==> config.mk <==
export PLATFORM = sky130hd
export DESIGN_NAME = disp_ptr_unit
export DESIGN_NICKNAME = d
export VERILOG_FILES = /design/src/rtl/disp_ptr_pkg.sv /design/src/rtl/disp_ptr_axis.sv /design/src/rtl/disp_col_map.sv /design/src/rtl/disp_byte_fmt.sv /design/src/rtl/disp_ptr_unit.sv
export SDC_FILE = /design/constraint.sdc
export NUM_CORES = 1
export LEC_CHECK = 0
export ABC_AREA = 1
export CORE_ASPECT_RATIO = 1.75
export CORE_MARGIN = 2
export CORE_UTILIZATION = 47
export CTS_BUF_LIST = sky130_fd_sc_hd__clkbuf_4 sky130_fd_sc_hd__clkbuf_8
export DETAILED_ROUTE_END_ITERATION = 16
export GPL_TIMING_DRIVEN = 1
export MAX_ROUTING_LAYER = met4
export PLACE_DENSITY = 0.89
export REMOVE_ABC_BUFFERS = 1
export SYNTH_ARGS = -nofsm -noshare
export SYNTH_HDL_FRONTEND = slang
export SYNTH_SLANG_ARGS = --single-unit
==> constraint.sdc <==
create_clock -name clk_i -period 2.6 [get_ports clk_i]
set_input_delay 0.39 -clock clk_i [delete_from_list [all_inputs] [get_ports clk_i]]
set_output_delay 0.39 -clock clk_i [all_outputs]
set_load 0.05 [all_outputs]
==> src/rtl/disp_ptr_pkg.sv <==
package disp_ptr_pkg;
  localparam int unsigned DP_COLS  = 102;
  localparam int unsigned DP_BANKS = 9;
  localparam int unsigned DP_ROWS  = 8;
endpackage

==> src/rtl/disp_ptr_axis.sv <==
// One wrapping pointer axis with guarded load.
module disp_ptr_axis #(
  parameter int unsigned MAX = 101,
  parameter int unsigned W   = 7
) (
  input  logic         clk_i,
  input  logic         rst_ni,
  input  logic         inc_i,
  input  logic         ld_i,
  input  logic [W-1:0] ld_val_i,
  output logic [W-1:0] val_o,
  output logic         last_o
);
  localparam logic [W-1:0] MAXV = W'(MAX);

  logic [W-1:0] q, nxt;

  assign val_o  = q;
  assign last_o = (q == MAXV);

  always_comb begin
    nxt = q;
    if (inc_i) nxt = last_o ? '0 : q + 1'b1;
    // out-of-range load values are dropped
    if (ld_i && (ld_val_i <= MAXV)) nxt = ld_val_i;
  end

  always_ff @(posedge clk_i or negedge rst_ni) begin
    if (!rst_ni) q <= '0;
    else         q <= nxt;
  end
endmodule

==> src/rtl/disp_col_map.sv <==
module disp_col_map #(
  parameter int unsigned COLS = 102,
  parameter int unsigned W    = 7
) (
  input  logic [W-1:0] x_i,
  input  logic         mirror_i,
  output logic [W-1:0] col_o
);
  localparam logic [W-1:0] XMAX = W'(COLS - 1);

  assign col_o = mirror_i ? (XMAX - x_i) : x_i;
endmodule

==> src/rtl/disp_byte_fmt.sv <==
// Bit ordering and row mask; last bank is one row tall.
module disp_byte_fmt #(
  parameter int unsigned ROWS  = 8,
  parameter int unsigned BANKS = 9,
  parameter int unsigned YW    = 4
) (
  input  logic            vld_i,
  input  logic            msb_bot_i,
  input  logic [YW-1:0]   bank_i,
  input  logic [ROWS-1:0] byte_i,
  output logic [ROWS-1:0] mask_o,
  output logic [ROWS-1:0] data_o
);
  localparam logic [YW-1:0]   LAST_BANK = YW'(BANKS - 1);
  localparam logic [ROWS-1:0] ONE_ROW   = ROWS'(1);

  logic [ROWS-1:0] ordered;
  logic [ROWS-1:0] row_mask;

  for (genvar k = 0; k < ROWS; k++) begin : g_ord
    assign ordered[k] = msb_bot_i ? byte_i[ROWS-1-k] : byte_i[k];
  end

  assign row_mask = (bank_i == LAST_BANK) ? ONE_ROW : '1;
  assign mask_o   = vld_i ? row_mask : '0;
  assign data_o   = ordered & mask_o;
endmodule

==> src/rtl/disp_ptr_unit.sv <==
module disp_ptr_unit #(
  parameter int unsigned COLS  = disp_ptr_pkg::DP_COLS,
  parameter int unsigned BANKS = disp_ptr_pkg::DP_BANKS,
  parameter int unsigned ROWS  = disp_ptr_pkg::DP_ROWS,
  localparam int unsigned XW   = $clog2(COLS),
  localparam int unsigned YW   = $clog2(BANKS)
) (
  input  logic            clk_i,
  input  logic            rst_ni,
  input  logic            setx_vld_i,
  input  logic [XW-1:0]   setx_val_i,
  input  logic            sety_vld_i,
  input  logic [YW-1:0]   sety_val_i,
  input  logic            vert_i,
  input  logic            mirror_i,
  input  logic            msb_bot_i,
  input  logic            byte_vld_i,
  input  logic [ROWS-1:0] byte_i,
  output logic            wr_en_o,
  output logic [XW-1:0]   col_o,
  output logic [YW-1:0]   bank_o,
  output logic [ROWS-1:0] mask_o,
  output logic [ROWS-1:0] data_o
);
  logic [XW-1:0] x_val;
  logic [YW-1:0] y_val;
  logic          x_last, y_last;
  logic          x_inc, y_inc;

  // primary axis always steps; the other steps on carry
  assign x_inc = byte_vld_i & (~vert_i | y_last);
  assign y_inc = byte_vld_i & ( vert_i | x_last);

  disp_ptr_axis #(.MAX(COLS - 1), .W(XW)) u_x (
    .clk_i    (clk_i),
    .rst_ni   (rst_ni),
    .inc_i    (x_inc),
    .ld_i     (setx_vld_i),
    .ld_val_i (setx_val_i),
    .val_o    (x_val),
    .last_o   (x_last)
  );

  disp_ptr_axis #(.MAX(BANKS - 1), .W(YW)) u_y (
    .clk_i    (clk_i),
    .rst_ni   (rst_ni),
    .inc_i    (y_inc),
    .ld_i     (sety_vld_i),
    .ld_val_i (sety_val_i),
    .val_o    (y_val),
    .last_o   (y_last)
  );

  disp_col_map #(.COLS(COLS), .W(XW)) u_map (
    .x_i      (x_val),
    .mirror_i (mirror_i),
    .col_o    (col_o)
  );

  disp_byte_fmt #(.ROWS(ROWS), .BANKS(BANKS), .YW(YW)) u_fmt (
    .vld_i     (byte_vld_i),
    .msb_bot_i (msb_bot_i),
    .bank_i    (y_val),
    .byte_i    (byte_i),
    .mask_o    (mask_o),
    .data_o    (data_o)
  );

  assign wr_en_o = byte_vld_i;
  assign bank_o  = y_val;
endmodule

==> flow_summary.json <==
{
  "root_buffer": "clkbuf_8",
  "tightest_slew_ns": 0.505,
  "clk-insertion-delay-late_ns": 0.24,
  "critPathLaunchType": "input pin",
  "ys_warn_count": 0,
  "placed_area_mm2": 0.00191,
  "wirelength_mm": 3.41,
  "ys_top_cells_by_area": "dfrtp_1 (22%), nand2_1 (16%), nand3_1 (9.3%)",
  "cts.sinks": 11,
  "start_util_pct": 49.7,
  "netlist_area_mm2": 0.00124,
  "drc_errors": 0,
  "antenna_found_initial": 0,
  "post_cts_buffers": 0,
  "p_switching_uw": 697,
  "dp_hpwl_mm": 2.75,
  "final_cell_area_mm2": 0.00196,
  "dieWidth_um": 42.8,
  "max_freq_ghz": 0.459,
  "final_layout_size_suffix_gt1_share_pct": 23.4,
  "grt_pass1_vias": 1534,
  "cts_tree": "done",
  "max-vdd-ir-drop_mv": 0.695,
  "drt_iter0_drc": 19,
  "wl_per_cell_um": 13.1,
  "grt_max_degree": 12,
  "setup_viol": 0,
  "dieArea_mm2": 0.00308,
  "post_synth.cell_area_avg_um2": 6.63,
  "ys_seq_area_share_pct": 22.2,
  "core_area_mm2": 0.00249,
  "hold_viol": 0,
  "reg2reg_depth": 8,
  "path_max_fanout": 7,
  "crit_required_ns": 2.21,
  "rsz0062_at_grt": "no",
  "drv_slew": 0,
  "maxCapViolations": 0,
  "numCtsBuffers": 3,
  "vias": 1357,
  "die_h_um": 71.9,
  "via_per_inst": 5.20,
  "synth_cell_types": 24,
  "status": "finished, final reports clean",
  "hold_path_class": "input pin to asynchronous set/reset pin",
  "drtAntennaViolNets": 0,
  "clockBufferDepth": 2,
  "gp_congestion": 0.877,
  "cts.clk_slew.worst_paths_ns": 0.05,
  "yosys.area.top_type": "dfrtp_1",
  "portBuffers": 54,
  "clock_skew_ns": 0.00882,
  "fin_nets": 269,
  "htree_num_levels": 1,
  "max_slew_margin_pct": 66.2,
  "syn2layout_area_growth_pct": 57.8,
  "post-route-period-util_pct": 83.8,
  "critical_path_class": "input pin to output pin",
  "hold_buffers": 0,
  "final_util_pct": 78.5,
  "pwr-share-seq_pct": 20.8,
  "critPathArrivalTime_ns": 1.79,
  "syn_inst": 187,
  "p_comb_share_pct": 66.2,
  "drt_first_pass_iters": 4,
  "groute.usage.overall_pct": 27.1,
  "ys_seq_elements": 11,
  "n_antenna_cell": 0,
  "cp-end-kind": "output pin",
  "power.internal_uw": 711,
  "grt_overflow": 0,
  "synth_top_area_share_pct": 22.2,
  "netSwitchingFraction_pct": 49.5,
  "min_period_ns": 2.18,
  "power.density_mw_per_mm2": 720,
  "clkPwrFrac_pct": 13.0,
  "grt_pass1_wl_mm": 6.27,
  "p_leak_uw": 0.000988,
  "rows": 24,
  "cts.repair.resized": 0,
  "pin_count": 55
}
registers in the layout, summed over array words and instances (netlist names):
register	count
u_x.val_o	7
u_y.val_o	4
power by group through the flow:
stage / registers [uW] / clock network [uW] / logic, uW
after global routing: 302 / 192 / 998
after CTS: 292 / 183 / 937
after detailed placement: 294 / 0 / 925
after floorplan: 362 / 0 / 461
final: 293 / 184 / 932
after global placement: 293 / 0 / 909
synthesized netlist by cell type:
cell type	instances
nand2_1	54
nand3_1	23
inv_1	21
nor2_1	15
dfrtp_1	11
buf_4	9
nand2_2	8
xor2_1	8
a211oi_2	6
ha_1	6
inv_2	6
nand4_1	5
nand2_4	2
o21ai_0	2
xnor2_1	2
a21oi_1	1
buf_2	1
buf_6	1
clkbuf_1	1
nand3_2	1
nand3b_1	1
nor2_2	1
nor2_4	1
nor3_2	1
layout make-up:
class                           count  area [um^2]
Clock buffer                        4         48.8
Timing Repair Buffer               56          723
Fill cell                         169          536
Tap cell                           26         32.5
Sequential cell                    11          275
Inverter                           27          101
Multi-Input combinational cell    137          776
cells by family (layout without fill, tap and decap cells):
kind of cell / count (synthesis) / in the layout / synth area share (%)
and+or+nand+nor: 112 / 112 / 42.2
buffers and inverters: 39 / 87 / 15.2
AOI/OAI and AO/OA: 9 / 9 / 7.26
xor gates and xnor gates: 10 / 10 / 7.06
adders and majority gates: 6 / 6 / 6.05
DFF: 11 / 11 / 22.2
critical path, stage by stage:
cell and delay (ns):
clkdlybuf4s50_1 0.63, inv_1 0.12, nor2_4 0.13, inv_2 0.09, a211oi_2 0.25, buf_12 0.18
layer usage:
layer / share of wire, % / wire length, um / up-vias / global-route usage, %
met2: 54 / 1830 / 68 / 47.5
li1: - / - / 679 / -
met1: 35 / 1200 / 593 / 26.5
met3: 7.1 / 241 / 17 / 5.22
met4: 4.2 / 144 / 0 / 17.0
met5: 0 / 0 / - / -
cell usage in the layout, fill, tap and decap left out:
cell | synthesis | final
xor2_1 | 8 | 8
nor3_2 | 1 | 1
buf_4 | 9 | 7
a21oi_1 | 1 | 1
nand2_2 | 8 | 8
nor2_1 | 15 | 15
nand2_4 | 2 | 2
xnor2_1 | 2 | 2
o21ai_0 | 2 | 2
clkdlybuf4s50_1 | 0 | 31
nand3b_1 | 1 | 1
nand3_1 | 23 | 23
clkbuf_8 | 0 | 3
buf_12 | 0 | 18
dfrtp_1 | 11 | 11
inv_1 | 21 | 21
nand4_1 | 5 | 5
nor2_4 | 1 | 1
nand3_2 | 1 | 1
a211oi_2 | 6 | 6
inv_2 | 6 | 6
nand2_1 | 54 | 54
clkbuf_4 | 0 | 1
nor2_2 | 1 | 1
ha_1 | 6 | 6
final timing paths:
check	from	end	slack, ns
max	byte_vld_i	data_o[1]	0.42
max in group asynchronous	rst_ni	u_x.val_o[5]	1.77
max reg2reg	u_y.val_o[0]	u_x.val_o[4]	1.12
min reg2reg	u_x.val_o[4]	u_x.val_o[4]	0.58
min	rst_ni	u_x.val_o[2]	0.48
min in group clk_i	u_x.val_o[4]	u_x.val_o[4]	0.58
per-stage QoR:
stage                     setup TNS (ns)  setup WS (ns)  power [uW]  hold WS [ns]  std cells
after floorplan                   -13.84          -1.61         823        0.0944        175
after global placement                 0          0.482        1200         0.542        257
after detailed placement               0          0.420        1220         0.541        257
after CTS                              0          0.401        1410         0.506        261
after global routing                   0          0.314        1490         0.542        261
final                                  0          0.422        1410         0.483        261
Note: power is estimated with default switching activity, not from simulation.
